File: src/rtl/nprd_pkg.sv
package nprd_pkg;
  typedef enum logic [3:0] {
    S_IDLE, S_PREWAIT, S_CMD, S_ADDR, S_CONF, S_WAIT, S_DATA, S_POSTWAIT, S_FIN
  } nprd_state_t;

  localparam logic [7:0] OP_READ    = 8'h00;
  localparam logic [7:0] OP_SPARE   = 8'h50;
  localparam logic [7:0] OP_CONFIRM = 8'h30;
endpackage

File: src/rtl/nprd_rb_wait.sv
module nprd_rb_wait #(
  parameter int BUSY_LIMIT = 10000
) (
  input  logic clk,
  input  logic rst_n,
  input  logic go,
  input  logic rb,
  output logic fin
);
  localparam int CW = $clog2(BUSY_LIMIT + 1);
  typedef enum logic [1:0] {W_IDLE, W_FALL, W_RISE} wst_t;

  wst_t          ws;
  logic [CW-1:0] cnt;

  always_ff @(posedge clk or negedge rst_n) begin
    if (!rst_n) begin
      ws  <= W_IDLE;
      cnt <= '0;
    end else begin
      case (ws)
        W_IDLE: if (go) begin
          ws  <= W_FALL;
          cnt <= '0;
        end
        W_FALL: begin
          if (!rb || cnt == CW'(BUSY_LIMIT - 1)) ws <= W_RISE;
          else cnt <= cnt + 1'b1;
        end
        W_RISE: if (rb) ws <= W_IDLE;
        default: ws <= W_IDLE;
      endcase
    end
  end

  assign fin = (ws == W_RISE) && rb;
endmodule

File: src/rtl/nprd_addr_gen.sv
module nprd_addr_gen #(
  parameter int SMALL_PAGE = 0,
  parameter int ROW_BYTES  = 3,
  parameter int PAGE_BYTES = 2048
) (
  input  logic [23:0] page,
  input  logic        spare,
  input  logic [2:0]  idx,
  output logic [7:0]  abyte
);
  localparam int          COL_BYTES = (SMALL_PAGE != 0) ? 1 : 2;
  localparam logic [15:0] SPARE_COL = 16'(PAGE_BYTES);

  logic [7:0]  lst [8];
  logic [15:0] col;

  generate
    if (SMALL_PAGE != 0) begin : g_small
      assign col = 16'h0000;
    end else begin : g_large
      assign col = spare ? SPARE_COL : 16'h0000;
    end
  endgenerate

  always_comb begin
    for (int k = 0; k < 8; k++) lst[k] = 8'h00;
    lst[0] = col[7:0];
    if (COL_BYTES == 2) lst[1] = col[15:8];
    for (int r = 0; r < ROW_BYTES; r++) lst[COL_BYTES + r] = page[8*r +: 8];
  end

  assign abyte = lst[idx];
endmodule

File: src/rtl/nprd_unpack.sv
module nprd_unpack #(
  parameter int BUS_W = 8
) (
  input  logic             clk,
  input  logic             rst_n,
  input  logic             load,
  input  logic [1:0]       load_lanes,
  input  logic [BUS_W-1:0] din,
  input  logic             out_ready,
  output logic             out_valid,
  output logic [7:0]       out_data,
  output logic [1:0]       lanes
);
  logic [BUS_W-1:0] word_q;

  always_ff @(posedge clk or negedge rst_n) begin
    if (!rst_n) begin
      word_q <= '0;
      lanes  <= 2'd0;
    end else if (load) begin
      word_q <= din;
      lanes  <= load_lanes;
    end else if (out_valid && out_ready) begin
      word_q <= word_q >> 8;
      lanes  <= lanes - 2'd1;
    end
  end

  assign out_valid = (lanes != 2'd0);
  assign out_data  = word_q[7:0];
endmodule

File: src/rtl/nand_page_reader.sv
module nand_page_reader
  import nprd_pkg::*;
#(
  parameter int BUS_W      = 8,
  parameter int ROW_BYTES  = 3,
  parameter int SMALL_PAGE = 0,
  parameter int PAGE_BYTES = 2048,
  parameter int CNT_W      = 13,
  parameter int BUSY_LIMIT = 10000
) (
  input  logic             clk,
  input  logic             rst_n,
  input  logic             start,
  input  logic [23:0]      page_addr,
  input  logic             spare_sel,
  input  logic [CNT_W-1:0] byte_count,
  output logic             nf_ce,
  output logic             nf_cle,
  output logic             nf_ale,
  output logic             nf_we,
  output logic             nf_re,
  output logic [BUS_W-1:0] nf_dout,
  input  logic [BUS_W-1:0] nf_din,
  input  logic             nf_rb,
  output logic             out_valid,
  input  logic             out_ready,
  output logic [7:0]       out_data,
  output logic             done
);
  localparam int         N_ADDR = ((SMALL_PAGE != 0) ? 1 : 2) + ROW_BYTES;
  localparam logic [1:0] LANES  = 2'(BUS_W / 8);

  nprd_state_t      st;
  logic [2:0]       idx;
  logic [23:0]      page_q;
  logic             spare_q;
  logic [CNT_W-1:0] fetch_left;
  logic             wait_armed;
  logic             in_wait, wait_go, wait_fin;
  logic [7:0]       abyte, cbyte, bus_byte;
  logic [1:0]       lanes, ld_lanes;
  logic             pop, last_out, small_spare;

  assign small_spare = (SMALL_PAGE != 0) && spare_q;
  assign in_wait = (st == S_PREWAIT) || (st == S_WAIT) || (st == S_POSTWAIT);
  assign wait_go = in_wait && !wait_armed;

  nprd_rb_wait #(.BUSY_LIMIT(BUSY_LIMIT)) u_wait (
    .clk(clk), .rst_n(rst_n), .go(wait_go), .rb(nf_rb), .fin(wait_fin)
  );

  nprd_addr_gen #(.SMALL_PAGE(SMALL_PAGE), .ROW_BYTES(ROW_BYTES), .PAGE_BYTES(PAGE_BYTES)) u_addr (
    .page(page_q), .spare(spare_q), .idx(idx), .abyte(abyte)
  );

  assign nf_re    = (st == S_DATA) && (lanes == 2'd0) && (fetch_left != '0);
  assign ld_lanes = (fetch_left >= CNT_W'(LANES)) ? LANES : fetch_left[1:0];

  nprd_unpack #(.BUS_W(BUS_W)) u_unpack (
    .clk(clk), .rst_n(rst_n), .load(nf_re), .load_lanes(ld_lanes), .din(nf_din),
    .out_ready(out_ready), .out_valid(out_valid), .out_data(out_data), .lanes(lanes)
  );

  assign pop      = out_valid && out_ready;
  assign last_out = (fetch_left == '0) && ((lanes == 2'd0) || (lanes == 2'd1 && pop));

  always_ff @(posedge clk or negedge rst_n) begin
    if (!rst_n) begin
      st         <= S_IDLE;
      idx        <= 3'd0;
      page_q     <= '0;
      spare_q    <= 1'b0;
      fetch_left <= '0;
      wait_armed <= 1'b0;
    end else begin
      if (wait_fin)     wait_armed <= 1'b0;
      else if (wait_go) wait_armed <= 1'b1;
      if (nf_re) fetch_left <= fetch_left - CNT_W'(ld_lanes);
      case (st)
        S_IDLE: if (start) begin
          page_q     <= page_addr;
          spare_q    <= spare_sel;
          fetch_left <= byte_count;
          st <= ((SMALL_PAGE != 0) && spare_sel) ? S_PREWAIT : S_CMD;
        end
        S_PREWAIT: if (wait_fin) st <= S_CMD;
        S_CMD: begin
          idx <= 3'd0;
          st  <= S_ADDR;
        end
        S_ADDR: begin
          if (idx == 3'(N_ADDR - 1)) st <= (SMALL_PAGE != 0) ? S_WAIT : S_CONF;
          else idx <= idx + 3'd1;
        end
        S_CONF:     st <= S_WAIT;
        S_WAIT:     if (wait_fin) st <= S_DATA;
        S_DATA:     if (last_out) st <= small_spare ? S_POSTWAIT : S_FIN;
        S_POSTWAIT: if (wait_fin) st <= S_FIN;
        S_FIN:      st <= S_IDLE;
        default:    st <= S_IDLE;
      endcase
    end
  end

  assign cbyte    = small_spare ? OP_SPARE : OP_READ;
  assign nf_ce    = (st != S_IDLE);
  assign nf_cle   = (st == S_CMD) || (st == S_CONF);
  assign nf_ale   = (st == S_ADDR);
  assign nf_we    = nf_cle || nf_ale;
  assign done     = (st == S_FIN);
  assign bus_byte = (st == S_CMD) ? cbyte : (st == S_CONF) ? OP_CONFIRM : nf_ale ? abyte : 8'h00;
  assign nf_dout  = BUS_W'(bus_byte);
endmodule

File: config.mk
export PLATFORM = sky130hd
export DESIGN_NAME = nand_page_reader
export DESIGN_NICKNAME = d
export VERILOG_FILES = /design/src/rtl/nprd_pkg.sv /design/src/rtl/nprd_rb_wait.sv /design/src/rtl/nprd_addr_gen.sv /design/src/rtl/nprd_unpack.sv /design/src/rtl/nand_page_reader.sv
export SDC_FILE = /design/constraint.sdc
export NUM_CORES = 1
export LEC_CHECK = 0
export BUFFER_PORTS_ARGS = -buffer_cell sky130_fd_sc_hd__buf_2
export CORE_MARGIN = 5
export CORE_UTILIZATION = 55
export CTS_BUF_LIST = sky130_fd_sc_hd__clkbuf_16
export CTS_CLUSTER_SIZE = 25
export DETAILED_ROUTE_END_ITERATION = 12
export PLACE_DENSITY_LB_ADDON = 0.15
export RECOVER_POWER = 100
export SYNTH_ARGS = -nofsm -noshare
export SYNTH_HDL_FRONTEND = slang
export SYNTH_HIERARCHICAL = 1
export SYNTH_SLANG_ARGS = --single-unit
File: constraint.sdc
create_clock -name clk -period 6.5 [get_ports clk]
set_clock_uncertainty 0.15 [all_clocks]
set_input_delay 0.65 -clock clk [delete_from_list [all_inputs] [get_ports clk]]
set_output_delay 0.65 -clock clk [all_outputs]
set_load 0.03 [all_outputs]
-- Word-level counts from Yosys, hierarchy flattened
Cells that the tools add are included.
- reductions and logical operators: 31
- equal/unequal tests: 24
- add/sub/neg operators: 4
- multiplexer cells: 33
- order comparisons: 2
- bitwise logic cells: 1
- operators with widths (operator ; count):
    8-bit 2-to-1 mux ; 7
    13-bit 2-to-1 mux ; 3
    4-bit one-hot mux with 8 select lines ; 1
    14-bit 2-to-1 mux ; 2
    14-bit one-hot mux with 2 select lines ; 1
    8-bit binary-select mux with 3-bit select ; 1
    4-bit 2-to-1 mux ; 6
    4-bit by 3-bit == test with 1-bit output, second input constant ; 4
    14-bit by 1-bit adder with 14-bit output, second input constant ; 1
    14-bit == test, second input constant ; 1
    13-bit by 1-bit greater-or-equal comparator with 1-bit output, second input constant ; 1
    13-bit logical NOT ; 1
    13-bit nonzero test ; 1
    13-bit by 2-bit subtractor with 13-bit output ; 1
    12-bit 2-to-1 mux ; 1
    2-bit 2-to-1 mux ; 6
    2-bit by 1-bit != test with 1-bit output, second input constant ; 6
    2-bit != test, second input constant ; 5
    2-bit nonzero test ; 5
    4-bit by 2-bit == test with 1-bit output, second input constant ; 2
    1-bit logical AND ; 7
    1-bit logical OR ; 6
    2-bit one-hot mux with 3 select lines ; 1
    3-bit one-hot mux with 2 select lines ; 1
    18 further kinds ; 24
- logic and storage cells: 105
- register bits after elaboration: 72
- output and inout port bits: 23
- input port bits: 51

-- Depth between registers and ports, before layout
- depth after elaboration: 7
- mapped depth: 9
- gate-level depth less buffers: 9

-- Cells and area by module
Netlist, hierarchy kept.
- modules (own cells, without submodules) (module ; instances ; area an instance (um^2) ; seq. area each (um^2) ; cells each):
    nand_page_reader ; 1 ; 2318.5 ; 1151.1 ; 221
    nprd_rb_wait ; 1 ; 969.7 ; 400.4 ; 103
    nprd_unpack ; 1 ; 469.2 ; 250.2 ; 49
    nprd_addr_gen ; 1 ; 212.7 ; 0.0 ; 22

-- Least setup slack after synthesis
Ideal clock, no wire load.
- kind: reg2out
- start point: register st[2]
- end point: output port nf_dout[0]
- stages on the path, launching flop included: 5
- arrival: 2.041 ns
- buffers on the path: 1
- slack: 3.659 ns
- data required time: 5.700 ns
- cell sequence: dfrtp_1 -> clkbuf_1 -> nand2b_1 -> nor3_1 -> and2_1
- word-level cells in the longest chain between the ends: 4
- elaborated cells between the ends (all ways): 6
- classes of those cells: eq/ne: 3; mux: 3
- ends and longest elaborated chain (item ; line ; source):
    start: declaration ; nand_page_reader.sv:33 ; nprd_state_t st;
    start signal: assignment ; nand_page_reader.sv:84 ; st <= ((SMALL_PAGE != 0) && spare_sel) ? S_PREWAIT : S_CMD;
    start signal: assignment ; nand_page_reader.sv:92 ; if (idx == 3'(N_ADDR - 1)) st <= (SMALL_PAGE != 0) ? S_WAIT : S_CONF;
    start signal: assignment ; nand_page_reader.sv:97 ; S_DATA: if (last_out) st <= small_spare ? S_POSTWAIT : S_FIN;
    4-bit by 2-bit == test with 1-bit output ; nand_page_reader.sv:108 ; assign nf_ale = (st == S_ADDR);
    via nf_ale ; nand_page_reader.sv:19 ; output logic nf_ale,
    8-bit 2-to-1 mux (3 in a row) ; nand_page_reader.sv:111 ; assign bus_byte = (st == S_CMD) ? cbyte : (st == S_CONF) ? OP_CONFIRM : nf_ale ? abyte : 8'h00;
    end: declaration ; nand_page_reader.sv:22 ; output logic [BUS_W-1:0] nf_dout,
The timed path passes the listed nets, and every way through them passes these cells.

-- Worst setup path in the final report
- start point: register u_wait.cnt[4]
- end point: register u_wait.cnt[8]
- word-level cells in the longest chain between the ends: 4
- elaborated cells between the ends (all ways): 7
- classes of those cells: add/sub: 1; eq/ne: 2; mux: 2; reduce/logical: 2
- ends and longest elaborated chain (item ; line ; source):
    start: declaration ; nprd_rb_wait.sv:14 ; logic [CW-1:0] cnt;
    start signal: assignment ; nprd_rb_wait.sv:28 ; else cnt <= cnt + 1'b1;
    parallel branches: the longest is 4 deep, another holds 14-bit by 1-bit adder with 14-bit output ; -- ;
Parallel ways; which one is timed is not known. The select of a mux whose other input is x is not followed.
A chain may end at the register's enable or synchronous reset.

==> flow_results.org <==
** Power
- Sequential Power Share :: 40.2%
- VDD sags by at most 0.3724 mV.
- Int Power :: 1.274 mW
- The design draws 2.077 mW.
- Switching power of the nets :: 0.8034 mW
- Combinational fraction of design power :: 36.5%
- Leakage dissipation :: 1.916 nW
- Power spread over the standard cell area amounts to 452.9 nW/µm².
- Per report_power, the clock group accounts for 23.3% of the total.
- Net switching is 38.68% of the power.

** Floorplan
- In this run the standard cell core region covers 7137 µm².
- Starting density of the core :: 55.63%
- DIE HEIGHT :: 94.96 µm
- The die covers 9017 µm².
- Num rows :: 31
- Io pins :: 74
- The floorplan step set the die width to 94.96 µm.

** Critical path
- The worst setup path is of the flop to flop kind.
- The worst register-to-register path begins at u_wait/cnt[4]$_DFFE_PN0P_.
- Worst setup EP type :: flop
- The worst setup path is launched from a flop.
- The largest single stage delay on the critical path is 1.67 ns.
- Worst EP arrival :: 3.73 ns
- Launching instance or port of the critical path :: u_wait/cnt[4]$_DFFE_PN0P_
- Along the worst path, the maximum fanout reaches 15.
- Walking the worst path, the cells encountered are or4b_2, nor4_1, o21a_1, a211o_1.
- Standard cell with the maximum stage delay on the critical path :: sky130_fd_sc_hd__nor4_1
- At the worst endpoint, the required time is 6.62 ns.

** STA
- Total Neg Setup Slack :: 0 ns
- Setup violation total in the final timing report :: 0
- Setup repair after global routing left no endpoint under its margin.
- Final Hold Violating Endpoints :: 0
- Final Slew Violations :: 69
- Max Clk Rate :: 0.2764 GHz
- The smallest clock period supported by the final layout is computed as 3.618 ns.
- For the pin with the worst max-slew slack, the measured transition is 2.423 ns.
- In this run the tightest slew margin relative to its limit is -61.56%.
- In the finished design, the share of the clock period the worst path needs comes to 55.67%.

** Job
- Across the run, the number of max-cap violations was 2.

** Route
- After detailed routing, the average wire length per cell comes to 15.14 µm.
- Dividing the detail-routed via count by the number of cells gives 5.663.
- The detail route stage leaves a number of antenna-violating nets equal to 0.
- The routed design has 8.587 mm of wire.
- The first TritonRoute pass finished after 4 iterations.
- The first routing iteration left 132 violations.
- In the routed design, unresolved DRC markers number 0.
- Vias :: 3211

** CTS
- Clock Tree Root :: sky130_fd_sc_hd__clkbuf_16
- Clock latency reported for the late side of the worst-skew pair :: 0.32 ns
- Hold_buf cts :: 0
- Setup Fix Bufs, Post-CTS :: 0
- TritonCTS clock tree :: yes
- CTS buffer count :: 9
- After clock tree synthesis, the clock-pin slew on the worst setup and hold paths is 0.06 ns.
- Max H-tree Level :: 3
- PostCTS Resize Cnt :: 0
- CTS sink count :: 72
- Clock Path Buffers :: 2

** Final layout
- Fill cell instance count of the final layout :: 630
- 0 antenna diodes ended up in the layout.
- Of the cells placed in the final design, the portion with a size suffix greater than 1 is 22.01%.
- For this run, the post-layout net count is 519.
- Synthesis-to-layout area growth :: 15.51%

** Logic synthesis
- Yosys instantiated no cell more often than sky130_fd_sc_hd__dfrtp_1.
- Post-synthesis area per instance :: 10.05 µm²
- Yosys attributes the largest share of cell area to sky130_fd_sc_hd__dfrtp_1, sky130_fd_sc_hd__mux2_2, sky130_fd_sc_hd__nand2_1, sky130_fd_sc_hd__mux2i_1, sky130_fd_sc_hd__nor2_1.
- Number of distinct standard cells referenced by the synthesized netlist :: 63
- During synthesis, Yosys emitted a total of 6 warnings.
- The largest total area in the synthesized netlist belongs to sky130_fd_sc_hd__dfrtp_1.
- Instance count of the mapped netlist :: 395
- Count of flip-flops with a built-in enable after synthesis :: 0
- Post-synth net total :: 451
- Of all flip-flops after synthesis, the portion carrying an async set or reset was 100.0%.
- Yosys top cell area share :: 45.38%
- Counting instances in the post-synthesis netlist gives the leading cell types as sky130_fd_sc_hd__dfrtp_1, sky130_fd_sc_hd__nand2_1, sky130_fd_sc_hd__nor2_1.
- Share of synthesized area occupied by flip-flops and latches :: 45.38%
- Total of flip-flops plus latches after synthesis :: 72
- Netlist area before placement :: 3970 µm²
- In the synthesized netlist the dominant register cell turns out to be sky130_fd_sc_hd__dfrtp_1.

** Status
- Failing checks :: capacitance limit, slew limit
- Result of the run :: finished, violations left

** Global route
- The first global-routing pass estimated 14.75 mm of wire.
- The via count of the first global-routing pass came to 3209.
- Maximum number of pins on one net before global-route repair :: 73
- Overall global routing resource usage :: 20.93%
- GRT overflow :: 0
- The initial antenna violation count came to 0.

** Placed design
- Input/output buffers :: 73
- The HPWL after detailed placement is 6.110 mm.
- Final GP Congestion :: 0.8493

** Hold path
- Min-Delay Path Class :: flop to flop
- Min-Delay Startpoint :: u_wait/cnt[13]$_DFFE_PN0P_
==> area by class of cell <==
cell class,instances,area [µm²],share of cell area (%)
Inverter,15,56.30,1.228
Sequential cell,72,1802,39.29
Timing Repair Buffer,76,354.1,7.722
Clock inverter,7,71.32,1.555
Multi-Input combinational cell,289,1953,42.59
Clock buffer,9,225.2,4.911
Tap cell,99,123.9,2.701
==> registers in the layout, summed over array words and instances, names as in the netlist <==
register,cells
page_q,24
u_wait/cnt,14
fetch_left,13
u_unpack/out_data,8
st,4
idx,3
u_unpack/lanes,2
u_wait/ws,2
spare_q,1
wait_armed,1
==> critical path, delay by kind of cell (launching register included) <==
family / cells / cell delay [ns]
compound gates: 2 / 0.61
simple gates: 2 / 2.35
flops: 1 / 0.44
==> power by group through the flow <==
stage	clock network (mW)	logic, mW	registers, mW
floorplan	0	0.649	0.789
global placement	0	0.779	0.831
detailed placement	0	0.797	0.845
CTS	0.496	0.803	0.838
global route	0.513	0.856	0.869
finish	0.483	0.759	0.835
==> path summary, 6_finish.rpt <==
path | endpoint | slack (ns) | depth (start not counted)
max | u_wait/cnt[8]$_DFFE_PN0P_ | 2.88 | 4
min | u_wait/cnt[13]$_DFFE_PN0P_ | 0.34 | 1
max reg2reg | u_wait/cnt[8]$_DFFE_PN0P_ | 2.88 | 4
min reg2reg | u_wait/cnt[13]$_DFFE_PN0P_ | 0.34 | 1
max in group asynchronous | st[1]$_DFFE_PN0P_ | 5.21 | 2
min in group asynchronous | u_wait/cnt[8]$_DFFE_PN0P_ | 0.37 | 2
==> routing by layer <==
metal | vias to the layer above | global-route usage (%) | part of all wire (%)
met5 | - | 0 | 0
met4 | 0 | 8.173 | 1.2
met3 | 10 | 4.462 | 4.6
met2 | 72 | 34.53 | 50
met1 | 1563 | 26.88 | 44
li1 | 1566 | - | -
==> cells by family (layout without fill, tap and decap cells) <==
logic type	after synthesis	after routing	share of synthesized area, %
adder cells (fa/ha/maj)	5	5	1.576
XOR/XNOR	9	9	1.986
other	1	1	0.09446
multiplexers	38	38	10.37
AO/OA/AOI/OAI	79	79	13.27
flip-flops	72	72	45.38
buffers and inverters	34	107	3.782
AND/OR/NAND/NOR	157	157	23.54
==> cells in the final DEF (no fill, tap or decap), types with 5 or more instances in the layout <==
cell type,synthesis,layout
sky130_fd_sc_hd__dfrtp_1,72,72
sky130_fd_sc_hd__nand2_1,37,37
sky130_fd_sc_hd__nor2_1,28,28
sky130_fd_sc_hd__mux2i_1,13,13
sky130_fd_sc_hd__nand2b_1,12,12
sky130_fd_sc_hd__clkbuf_1,11,23
sky130_fd_sc_hd__o2bb2ai_1,7,7
sky130_fd_sc_hd__o21ai_0,11,18
sky130_fd_sc_hd__nor3_1,15,15
sky130_fd_sc_hd__nor4b_1,4,6
sky130_fd_sc_hd__a21oi_1,20,20
sky130_fd_sc_hd__ha_1,5,5
sky130_fd_sc_hd__nor2b_1,5,5
sky130_fd_sc_hd__and2_1,6,5
sky130_fd_sc_hd__inv_1,14,14
sky130_fd_sc_hd__clkbuf_16,0,9
sky130_fd_sc_hd__mux2_2,25,25
sky130_fd_sc_hd__nor3b_1,4,5
sky130_fd_sc_hd__or4_1,5,5
sky130_fd_sc_hd__xnor2_1,9,9
sky130_fd_sc_hd__nor4_1,7,8
sky130_fd_sc_hd__buf_2,3,52
==> metrics by stage <==
| step | utilization, % | setup slack, ns | hold slack, ns | instance area (µm²) | instances |
|---|---|---|---|---|---|
| 6_report | 64.25 | 2.882 | 0.3425 | 4586 | 567 |
| 4_1_cts | 65.71 | 3.508 | 0.3394 | 4690 | 567 |
| 3_5_place_dp | 61.55 | 3.873 | 0.3265 | 4393 | 551 |
| 5_1_grt | 64.25 | 2.590 | 0.3779 | 4586 | 567 |
| 2_1_floorplan | - | 3.659 | 0.2044 | 3970 | 395 |
| 3_3_place_gp | 61.55 | 3.946 | 0.3306 | 4393 | 551 |
Note: power is estimated with default switching activity, not from simulation.
